### config.mk
export PLATFORM = sky130hd
export DESIGN_NAME = rtc_cal_clkout
export DESIGN_NICKNAME = d
export VERILOG_FILES = /design/src/rtl/rtc_cal_pkg.sv /design/src/rtl/rtc_cal_stage_a.sv /design/src/rtl/rtc_cal_stage_s.sv /design/src/rtl/rtc_cal_wave.sv /design/src/rtl/rtc_cal_clkout.sv
export SDC_FILE = /design/constraint.sdc
export NUM_CORES = 1
export LEC_CHECK = 0
export CAP_MARGIN = 20
export CORE_MARGIN = 3
export CORE_UTILIZATION = 30
export DETAILED_ROUTE_END_ITERATION = 16
export PLACE_DENSITY = 0.54
export SETUP_SLACK_MARGIN = 0.5
export SYNTH_ARGS = -nofsm -noshare
export SYNTH_HDL_FRONTEND = slang
export SYNTH_HIERARCHICAL = 1
export SYNTH_SLANG_ARGS = --single-unit
### constraint.sdc
create_clock -name clk -period 4.95 [get_ports clk]
set_input_delay 1.485 -clock clk [delete_from_list [all_inputs] [get_ports clk]]
set_output_delay 1.485 -clock clk [all_outputs]
set_load 0.01 [all_outputs]
### src/rtl/rtc_cal_pkg.sv
package rtc_cal_pkg;
  localparam int unsigned A_W_DFLT = 7;
  localparam int unsigned S_W_DFLT = 15;

  typedef enum logic {
    SRC_TAP   = 1'b0,
    SRC_CHAIN = 1'b1
  } cal_src_e;
endpackage

### src/rtl/rtc_cal_stage_a.sv
module rtc_cal_stage_a #(
  parameter int unsigned W = 7
) (
  input  logic         clk,
  input  logic         rst,
  input  logic [W-1:0] reload_val,
  output logic [W-1:0] cnt,
  output logic         wrap
);
  assign wrap = (cnt == '0);

  // Starts at zero so the chain leaves reset at its terminal count.
  always_ff @(posedge clk) begin
    if (rst)       cnt <= '0;
    else if (wrap) cnt <= reload_val;
    else           cnt <= cnt - 1'b1;
  end

  AST_A_RELOAD: assert property (@(posedge clk) disable iff (rst)
    wrap |=> cnt == $past(reload_val));
  AST_A_DOWN: assert property (@(posedge clk) disable iff (rst)
    !wrap |=> cnt == $past(cnt) - 1'b1);
endmodule

### src/rtl/rtc_cal_stage_s.sv
module rtc_cal_stage_s #(
  parameter int unsigned W      = 15,
  parameter logic [W-1:0] RST_LD = W'(8'hFF)
) (
  input  logic         clk,
  input  logic         rst,
  input  logic         step,
  input  logic [W-1:0] reload_val,
  output logic [W-1:0] cnt,
  output logic [W-1:0] per,
  output logic         term
);
  assign term = step & (cnt == '0);

  // per holds the factor in force for the current full period.
  always_ff @(posedge clk) begin
    if (rst) begin
      cnt <= '0;
      per <= RST_LD;
    end else if (term) begin
      cnt <= reload_val;
      per <= reload_val;
    end else if (step) begin
      cnt <= cnt - 1'b1;
    end
  end

  AST_S_HOLD: assert property (@(posedge clk) disable iff (rst)
    !step |=> $stable(cnt));
  AST_S_RELOAD: assert property (@(posedge clk) disable iff (rst)
    term |=> (cnt == $past(reload_val)) && (per == $past(reload_val)));
endmodule

### src/rtl/rtc_cal_wave.sv
module rtc_cal_wave
  import rtc_cal_pkg::*;
#(
  parameter int unsigned   A_W     = 7,
  parameter int unsigned   S_W     = 15,
  parameter int unsigned   TAP_BIT = 5,
  parameter logic [A_W-1:0] A_RST  = '1
) (
  input  logic           clk,
  input  logic           rst,
  input  logic           en,
  input  logic           sel,
  input  logic [A_W-1:0] a_cnt,
  input  logic [A_W-1:0] a_next,
  input  logic [S_W-1:0] s_cnt,
  input  logic [S_W-1:0] s_per,
  input  logic           term,
  output logic           cal_out,
  output logic           tick
);
  localparam int unsigned AX = A_W + 1;
  localparam int unsigned SX = S_W + 1;

  logic [A_W-1:0] a_per;
  logic [SX-1:0]  s_half;
  logic [SX-1:0]  s_half_up;
  logic [AX-1:0]  a_half_up;
  logic           upper;
  logic           hi_chain;
  logic           tap;
  logic           pick;
  cal_src_e       src;

  // First-stage factor as loaded at the terminal count; fixes the shape for the period.
  always_ff @(posedge clk) begin
    if (rst)       a_per <= A_RST;
    else if (term) a_per <= a_next;
  end

  assign s_half    = {1'b0, s_per} >> 1;
  assign s_half_up = ({1'b0, s_per} + SX'(1)) >> 1;
  assign a_half_up = ({1'b0, a_per} + AX'(1)) >> 1;

  // High phase: the terminal state plus the early part of the next period.
  // The state just before the terminal count is always low, so each period has one rising edge.
  always_comb begin
    if (a_per == '0)      upper = ({1'b0, s_cnt} > s_half_up);
    else if (s_per == '0) upper = ({1'b0, a_cnt} > a_half_up);
    else                  upper = ({1'b0, s_cnt} > s_half);
    hi_chain = term | upper;
  end

  generate
    if (TAP_BIT < A_W) begin : g_tap
      assign tap = a_cnt[TAP_BIT];
    end else begin : g_no_tap
      assign tap = 1'b0;
    end
  endgenerate

  assign src  = cal_src_e'(sel);
  assign pick = (src == SRC_CHAIN) ? hi_chain : tap;

  always_ff @(posedge clk) begin
    if (rst) begin
      cal_out <= 1'b0;
      tick    <= 1'b0;
    end else begin
      cal_out <= en & pick;
      tick    <= term;
    end
  end

  AST_OFF_LOW: assert property (@(posedge clk) disable iff (rst)
    !$past(en) |-> !cal_out);
  AST_RISE_AT_TERM: assert property (@(posedge clk) disable iff (rst)
    $rose(cal_out) && $past(en, 2) && $past(sel, 2) && $past(sel) |-> tick);
endmodule

### src/rtl/rtc_cal_clkout.sv
module rtc_cal_clkout
  import rtc_cal_pkg::*;
#(
  parameter int unsigned    A_W     = A_W_DFLT,
  parameter int unsigned    S_W     = S_W_DFLT,
  parameter int unsigned    TAP_BIT = 5,
  parameter logic [A_W-1:0] A_RST   = A_W'(7'h7F),
  parameter logic [S_W-1:0] S_RST   = S_W'(8'hFF)
) (
  input  logic           clk,
  input  logic           rst,
  input  logic           cal_en,
  input  logic           src_sel,
  input  logic [A_W-1:0] div_a,
  input  logic [S_W-1:0] div_s,
  output logic           cal_out,
  output logic           sec_tick
);
  logic [A_W-1:0] a_cnt;
  logic           a_wrap;
  logic [S_W-1:0] s_cnt;
  logic [S_W-1:0] s_per;
  logic           term;

  rtc_cal_stage_a #(.W(A_W)) stage_a_i (
    .clk        (clk),
    .rst        (rst),
    .reload_val (div_a),
    .cnt        (a_cnt),
    .wrap       (a_wrap)
  );

  rtc_cal_stage_s #(.W(S_W), .RST_LD(S_RST)) stage_s_i (
    .clk        (clk),
    .rst        (rst),
    .step       (a_wrap),
    .reload_val (div_s),
    .cnt        (s_cnt),
    .per        (s_per),
    .term       (term)
  );

  rtc_cal_wave #(.A_W(A_W), .S_W(S_W), .TAP_BIT(TAP_BIT), .A_RST(A_RST)) wave_i (
    .clk     (clk),
    .rst     (rst),
    .en      (cal_en),
    .sel     (src_sel),
    .a_cnt   (a_cnt),
    .a_next  (div_a),
    .s_cnt   (s_cnt),
    .s_per   (s_per),
    .term    (term),
    .cal_out (cal_out),
    .tick    (sec_tick)
  );
endmodule

### Yosys cells after proc, flatten, opt, wreduce, memory -nomap -nowiden

Index checks and enable logic that the tools add are counted.

| storage, ports and cells | value |
|---|---|
| flip-flop bits (word level) | 46 |
| input bits | 26 |
| output and inout port bits | 2 |
| word-level logic and storage cells | 27 |

| cells by class | value |
|---|---|
| add/sub/neg operators | 4 |
| magnitude comparators | 3 |
| mux-type cells | 6 |
| bitwise gates (word level) | 3 |
| reductions and logical operators | 5 |

Operators with widths:

| cell | number |
|---|---|
| $logic_not A15 Y1 | 2 |
| $mux W15 | 2 |
| $add A15 B1 Y16 const B | 1 |
| $gt A15 B14 Y1 | 1 |
| $gt A15 B15 Y1 | 1 |
| $sub A15 B1 Y15 const B | 1 |
| $logic_not A7 Y1 | 2 |
| $add A7 B1 Y8 const B | 1 |
| $gt A7 B7 Y1 | 1 |
| $mux W7 | 1 |
| $sub A7 B1 Y7 const B | 1 |
| $mux W1 | 3 |
| $and A1 B1 Y1 | 2 |
| $reduce_bool A2 Y1 | 1 |
| $or A1 B1 Y1 | 1 |

### Depth between registers and ports, before layout

Gate-level depths: netlist of run 1.

| depth | value |
|---|---|
| word-level depth | 7 |
| mapped depth | 13 |
| depth with buffers taken out | 12 |

### Cells and area by module

The synthesis of run 1 kept the hierarchy.

Modules (own cells, without submodules):

| module | times used | cells each | area an instance (um2) | sequential area each (um2) |
|---|---|---|---|---|
| rtc_cal_wave | 1 | 199 | 1616.6 | 180.2 |
| rtc_cal_stage_s | 1 | 176 | 1462.7 | 600.6 |
| rtc_cal_stage_a | 1 | 41 | 386.6 | 140.1 |

### Least setup slack after synthesis of run 1

Ideal clock, no wire load.

| path | value |
|---|---|
| path type | register to register |
| from | register stage_a_i.cnt[5] |
| to | register wave_i.a_per[2] |
| setup time | 0.116 ns |
| arrival | 2.919 ns |
| data required time | 4.834 ns |
| slack | 1.914 ns |
| stages on the path, launching flop included | 13 |
| buffers on the path | 4 |
| period minus slack after synthesis | 3.036 ns |
| cells stage by stage | dfxtp_1 > or4_4 > buf_6 > or2_1 > buf_6 > inv_1 > nor2b_1 > nand3_1 > nor2_4 > buf_6 > clkbuf_1 > mux2i_1 > nand2_1 |

| on the way | value |
|---|---|
| cells in the longest elaborated chain, start to end | 2 |

RTL lines:

| item | RTL line | text |
|---|---|---|
| from (decl) | rtc_cal_stage_a.sv:7 | `output logic [W-1:0] cnt,` |
| from (signal assigned) | rtc_cal_stage_a.sv:15 | `else if (wrap) cnt <= reload_val;` |
| from (signal assigned) | rtc_cal_stage_a.sv:16 | `else cnt <= cnt - 1'b1;` |
| $logic_not A7 Y1 | rtc_cal_stage_a.sv:10 | `assign wrap = (cnt == '0);` |
| via a_wrap | rtc_cal_clkout.sv:20 | `logic a_wrap;` |
| $and A1 B1 Y1 | rtc_cal_stage_s.sv:13 | `assign term = step & (cnt == '0);` |
| via term | rtc_cal_clkout.sv:23 | `logic term;` |
| to (signal assigned) | rtc_cal_wave.sv:37 | `else if (term) a_per <= a_next;` |
| to (decl) | rtc_cal_wave.sv:24 | `logic [A_W-1:0] a_per;` |

The timed path passes the listed nets, and every way through them passes these cells.
A chain may end at the register's enable or synchronous reset.

### Worst setup path in the final report of run 1

| path | value |
|---|---|
| from | register stage_a_i.cnt[5] |
| to | register stage_s_i.cnt[8] |

| on the way | value |
|---|---|
| cells in the longest elaborated chain, start to end | 3 |
| elaborated cells between the ends (all ways) | 4 |
| classes of those cells | mux (1); bitwise (1); reduce/logical (2) |

RTL lines:

| item | RTL line | text |
|---|---|---|
| $logic_not A7 Y1 * | rtc_cal_stage_a.sv:10 |  |
| via a_wrap | rtc_cal_clkout.sv:20 |  |
| $and A1 B1 Y1 * | rtc_cal_stage_s.sv:13 |  |
| via term | rtc_cal_clkout.sv:23 |  |
| $mux W15 or $reduce_bool A2 Y1 (tied branches) | -- |  |
| to (signal assigned) | rtc_cal_stage_s.sv:21 | `cnt <= reload_val;` |
| to (signal assigned) | rtc_cal_stage_s.sv:24 | `cnt <= cnt - 1'b1;` |
| to (decl) | rtc_cal_stage_s.sv:9 | `output logic [W-1:0] cnt,` |

Mark *: on every way through the listed nets, which the timed path passes. The rest lies on a longest branch.

==> summary.txt, run 1 <==
Outcome
  • Outcome: completed

Finish
  • Fin area: 3990 µm²
  • Share of cells above drive strength 1: 7.48%
  • Fill cells: 1,150
  • P&R area growth vs syn: 15.0%
  • Diodes inserted: 0
  • Fin nets: 510
  • Register area: 921 µm²
  • Multi-input gate area: 2330 µm²

Global route
  • Initial antenna violation count: 0
  • First-pass GRT wire length: 15,200 µm
  • Pin count of the biggest net entering global routing: 38
  • Vias in the first global route: 2,997
  • Tot GR Track Use: 14.4%
  • Total gr overflow: 0

Clock network
  • Clock tree buffer depth: 2
  • CTS tree: yes
  • CTS Hold Bufs: 0
  • Post-cts sizing count: 0
  • Clk slew on worst S/H paths: 0.07 ns
  • CTS root buf: clkbuf_16
  • Post-CTS setup buffer count: 0
  • Clock Latency Late Sink: 0.29 ns
  • Total CTS buffers: 5
  • H-tree depth: 2
  • Clock Sinks: 46

Synthesis
  • Top cells by count, synth: 47 x nand2_1, 46 x dfxtp_1, 44 x ha_1, 30 x inv_1, 27 x a21oi_1
  • Syn Inst Count: 416
  • Most area-consuming cells after synthesis: dfxtp_1 27%, ha_1 16%, nand2_1 5.1%
  • Post-synthesis register bit count: 46
  • Post-synthesis sequential area ratio: 26.6%
  • Post-synth EDFFs: 0
  • Count leader, synth: nand2_1
  • Syn_nets: 486
  • Post-Syn Area: 3470 µm²
  • Synth unique cells: 61
  • Top_reg_cell synth: dfxtp_1
  • Syn. warnings: 6
  • Synthesized area per cell: 8.33 µm²
  • Most area-hungry cell type in the Yosys netlist: dfxtp_1
  • Asr flop ratio synth: 0%
  • Share of the synthesized area in the top cell type: 26.6%

Worst setup path
  • Crit path arrival time: 3.75 ns
  • Worst path cell trace: or4_4 -> or2_1 -> inv_1 -> buf_4 -> nor2b_1 -> nand3_1 -> nor2_4 -> o21ai_0 -> a221oi_1
  • WS Path Type: register to register
  • CP Max Fanout: 29
  • R2R setup slack: 1.40 ns
  • Startpoint Class: register
  • CP max stage cell: nor2_4
  • Setup crit end kind: register
  • Crit path largest cell delay: 0.72 ns
  • Worst EP required: 5.14 ns

Timing
  • Final period util: 71.8%
  • Clock Skew: 0.00942 ns
  • Worst-Margin Slew: 0.969 ns
  • Final hold violation count: 0
  • Max-slew violation count: 0
  • Post-route setup TNS: 0 ns
  • RSZ-0062 raised after global routing: no
  • Fmax: 282 MHz
  • Final-report setup violation count: 0
  • Crit path time final: 3.55 ns
  • Worst rel slew slack: 34.8%

Die
  • Die W: 113 µm
  • # IOs: 28
  • Initial core utilization: 31.3%
  • FP Rows: 38
  • Die Ht: 113 µm
  • Core ar.: 11,100 µm²
  • Die area: 12,900 µm²

Placement
  • Post-place instance area: 3840 µm²
  • HPWL Detailed: 6910 µm
  • Routability cong.: 0.799
  • Buffers on Ports: 27

Detailed routing
  • Antenna Nets Post-Route: 0
  • DRC errors left: 0
  • Post-Route WL: 8930 µm
  • DR iter-0 viols: 186
  • Drt via density: 5.34
  • Total number of vias: 3,105
  • Drt first pass iters: 4
  • DR WL/cell: 15.4 µm

Run
  • Number of max-cap violations: 0

Worst hold path
  • Hold Crit Class: register to register
==> critical path, delay by kind of cell (launching register included) <==
kind	cells	cell delay (ns)
simple gates	5	2.31
compound gates	2	0.46
flops	1	0.35
buf+inv	2	0.33
==> worst paths after layout <==
| check | cells past startpoint | end | startpoint |
|---|---|---|---|
| max | 9 | stage_s_i/cnt[8] | stage_a_i/cnt[5] |
| min | 2 | stage_s_i/per[8] | stage_s_i/per[8] |
| max reg2reg | 9 | stage_s_i/cnt[8] | stage_a_i/cnt[5] |
| min reg2reg | 2 | stage_s_i/per[8] | stage_s_i/per[8] |
==> routing by layer <==
layer  global-route usage, %  routed length, µm  vias up
li1                        -                  -     1563
met1                    19.8               4220     1475
met2                    24.4               4320       63
met3                    1.75                311        4
met4                    2.88                 66        0
met5                       0                  0        -
==> area by class of cell <==
type	count	area share (%)
multi-input cells	323	58.4
clock buffers	5	3.14
well taps	140	4.40
repair buffers	29	7.16
flip-flops and latches	46	23.1
clock inverters	3	0.471
inverters	35	3.30
==> flip-flops by register name, indices dropped and copies added, names as in the netlist <==
register and count:
wave_i/cal_out 1, wave_i/tick 1, stage_a_i/cnt 7, wave_i/a_per 7
stage_s_i/cnt 15, stage_s_i/per 15
==> cell families (layout without fill, tap and decap cells) <==
| logic type | Yosys count | count (layout) | share of synthesized area (%) |
|---|---|---|---|
| AOI/OAI and AO/OA | 91 | 91 | 17.1 |
| xor gates and xnor gates | 22 | 22 | 5.56 |
| adders and majority gates | 44 | 44 | 15.9 |
| buffers and inverters | 47 | 72 | 6.25 |
| DFF | 46 | 46 | 26.6 |
| muxes | 9 | 9 | 2.60 |
| and+or+nand+nor | 157 | 157 | 26.0 |
==> layout by cell type, fill, tap and decap left out, types with 5 or more instances in the layout <==
cell type | netlist | routed
nand2_1 | 47 | 47
xnor2_1 | 16 | 16
nand4_1 | 12 | 12
nand3_1 | 19 | 19
ha_1 | 44 | 44
o31ai_1 | 6 | 6
clkdlybuf4s50_1 | 0 | 27
o21ai_0 | 14 | 14
a21oi_1 | 27 | 27
clkbuf_16 | 0 | 5
inv_2 | 5 | 5
nor2b_1 | 6 | 6
nor4_1 | 6 | 6
mux2i_1 | 9 | 9
a31oi_1 | 7 | 7
dfxtp_1 | 46 | 46
nand3b_1 | 7 | 7
inv_1 | 30 | 30
nor3_1 | 13 | 13
xor2_1 | 6 | 6
a211oi_1 | 6 | 6
nor2_1 | 14 | 14
==> metrics by stage <==
stage | setup WS (ns) | hold WS, ns | util, % | std cells
6_report | 1.40 | 0.485 | 36.0 | 581
5_1_grt | 1.15 | 0.506 | 36.0 | 581
4_1_cts | 1.39 | 0.489 | 36.0 | 581
3_5_place_dp | 1.40 | 0.480 | 34.7 | 573
3_3_place_gp | 1.55 | 0.479 | 34.7 | 573
2_1_floorplan | 1.91 | 0.440 | - | 416
Power of run 1 is not shown: default switching activity piles up to over one toggle a cycle in this logic, so the estimate is an artifact.
==> run 2: changes to the inputs <==
==> constraint.sdc (replaced) <==
create_clock -name clk -period 3.28 [get_ports clk]
set_input_delay 0.984 -clock clk [delete_from_list [all_inputs] [get_ports clk]]
set_output_delay 0.984 -clock clk [all_outputs]
set_load 0.01 [all_outputs]
==> run 2 against run 1 <==
Global-route usage increased by 0.24 points; first-iteration DRC count decreased by 7.0%; fmax increased by 31%; wire length increased by 4.0%; utilization increased by 0.97 points; sequential share of layout area decreased by 0.45 points; critical endpoint is now wave_i/cal_out; die area unchanged; non-clock buffer count increased by 7; hold slack got worse by 0.018 ns; critical path type unchanged; count of clock-buffer cells in the layout increased by 1; via count about the same; clock skew decreased by 0.0041 ns.
==> summary.txt, run 2 (synthesis results as in run 1) <==
Outcome
  • Outcome: completed

Clock network
  • Clock tree buffer depth: 2 (unchanged)
  • Clock Sinks: 46 (unchanged)
  • Clk slew on worst S/H paths: 0.07 ns (about the same)
  • H-tree depth: 2 (unchanged)
  • CTS tree: yes
  • Total CTS buffers: 5 (unchanged)
  • Clock Latency Late Sink: 0.29 ns (about the same)
  • CTS root buf: clkbuf_16

Global route
  • Pin count of the biggest net entering global routing: 38 (unchanged)
  • Tot GR Track Use: 14.7% (+0.24 points)
  • Total gr overflow: 0 (unchanged)
  • Initial antenna violation count: 0 (unchanged)
  • First-pass GRT wire length: 15,200 µm (unchanged)
  • Vias in the first global route: 3,058 (+2.0%)

Die
  • Die Ht: 113 µm (unchanged)
  • Initial core utilization: 31.3% (unchanged)
  • Die area: 12,900 µm² (unchanged)
  • Die W: 113 µm (unchanged)
  • Core ar.: 11,100 µm² (unchanged)
  • FP Rows: 38 (unchanged)
  • # IOs: 28 (unchanged)

Timing
  • Clock Skew: 0.00534 ns (-0.00408 ns)
  • Crit path time final: 2.72 ns (-0.835 ns)
  • Final period util: 82.8% (+11 points)
  • Worst-Margin Slew: 0.850 ns (-0.119 ns)
  • Fmax: 368 MHz (+31%)
  • Worst setup margin: 0.563 ns (-0.835 ns)
  • Final-report setup violation count: 0 (unchanged)
  • Worst rel slew slack: 41.8% (+7.1 points)
  • Post-route setup TNS: 0 ns (unchanged)
  • Final hold violation count: 0 (unchanged)
  • Max-slew violation count: 0 (unchanged)
  • Hold slack: 0.467 ns (-0.0179 ns)
  • RSZ-0062 raised after global routing: yes

Worst setup path
  • CP Max Fanout: 5 (-83%)
  • Startpoint Class: register
  • CP max stage cell: a2111oi_1
  • Worst EP required: 3.51 ns (-1.63 ns)
  • Crit path arrival time: 2.95 ns (-0.80 ns)
  • Worst path cell trace: and3_1 -> and3_4 -> nand3_4 -> nor2b_4 -> nand2_1 -> xnor2_1 -> ha_1 -> nand4_1 -> a21oi_1 -> a2111oi_2 -> a2111oi_1 -> a211o_1
  • WS Path Type: register to register
  • Setup crit end kind: register
  • Crit path largest cell delay: 0.42 ns (-0.30 ns)

Placement
  • HPWL Detailed: 7150 µm (+3.6%)
  • Buffers on Ports: 27 (unchanged)
  • Routability cong.: 0.824 (+3.2%)
  • Place WS: 0.157 ns (-1.24 ns)

Worst hold path
  • Hold Crit Class: register to register

Detailed routing
  • Post-Route WL: 9280 µm (+4.0%)
  • Drt first pass iters: 4 (unchanged)
  • Antenna Nets Post-Route: 0 (unchanged)
  • DRC errors left: 0 (unchanged)
  • Drt via density: 5.28 (-1.3%)
  • DR iter-0 viols: 173 (-7.0%)
  • Total number of vias: 3,103 (-0.064%)
  • DR WL/cell: 15.8 µm (+2.8%)

Finish
  • Most frequent cells in the layout: 47 x nand2_1, 44 x ha_1, 43 x dfxtp_1, 30 x inv_1
  • Commonest non-fill, non-tap cell in the layout: nand2_1
  • Share of cells above drive strength 1: 10.5% (+3.0 points)
  • P&R area growth vs syn: 18.1%
  • Fin nets: 517 (+1.4%)
  • Largest registers: stage_s_i/cnt x15, stage_s_i/per x15
  • Diodes inserted: 0 (unchanged)

Run
  • Number of max-cap violations: 0 (unchanged)
## run 2: cell types whose count changed in the layout (fill, tap and decap cells not counted), sizes merged
cell	previous run	this run
buf	2	9
clkbuf	5	6
inv	36	35
## run 2: area by class of cell
| cell class | count | area [µm²] |
|---|---|---|
| repair buffers | 36 | 350 |
| fillers | 1165 | 6990 |
| flip-flops and latches | 46 | 927 |
| multi-input cells | 323 | 2370 |
| clock inverters | 2 | 13.8 |
| inverters | 35 | 131 |
| clock buffers | 6 | 129 |
| well taps | 140 | 175 |
## run 2: layer usage
metal | global-route usage [%] | wire [µm] | vias to the layer above
li1 | - | - | 1582
met1 | 19.6 | 4400 | 1449
met2 | 24.9 | 4400 | 62
met3 | 1.75 | 356 | 10
met4 | 4.01 | 118 | 0
met5 | 0 | 0 | -
## run 2: path summary, 6_finish.rpt
kind	slack (ns)	startpoint	cells after the start	to
max	0.56	stage_s_i/per[3]	12	wave_i/cal_out
min	0.47	stage_s_i/per[4]	2	stage_s_i/per[4]
max reg2reg	0.56	stage_s_i/per[3]	12	wave_i/cal_out
min reg2reg	0.47	stage_s_i/per[4]	2	stage_s_i/per[4]
## run 2: worst max-delay path, delay by kind of cell, from the launching register on
kind                     cells  cell delay (ns)
adder cells (fa/ha/maj)      1             0.29
AND/OR/NAND/NOR              6             0.98
AO/OA/AOI/OAI                4             0.87
XOR/XNOR                     1             0.13
flip-flops                   1             0.38
## run 2: through the flow
| step | cell area [µm²] | utilization, % | cells |
|---|---|---|---|
| 3_5_place_dp | 3900 | 35.2 | 578 |
| 3_3_place_gp | 3900 | 35.2 | 578 |
| 5_1_grt | 4090 | 36.9 | 588 |
| 4_1_cts | 4070 | 36.7 | 586 |
| 6_report | 4090 | 36.9 | 588 |
| 2_1_floorplan | 3470 | - | 416 |
## run 2: repair_timing
action / CTS / global route
pin swaps: 0 / 2
setup endpoints to repair: 16 / 8
setup buffers: 0 / 2
hold buffers: 0 / 0
gates resized for setup: 9 / 3
Power of run 2 is left out for the same reason.
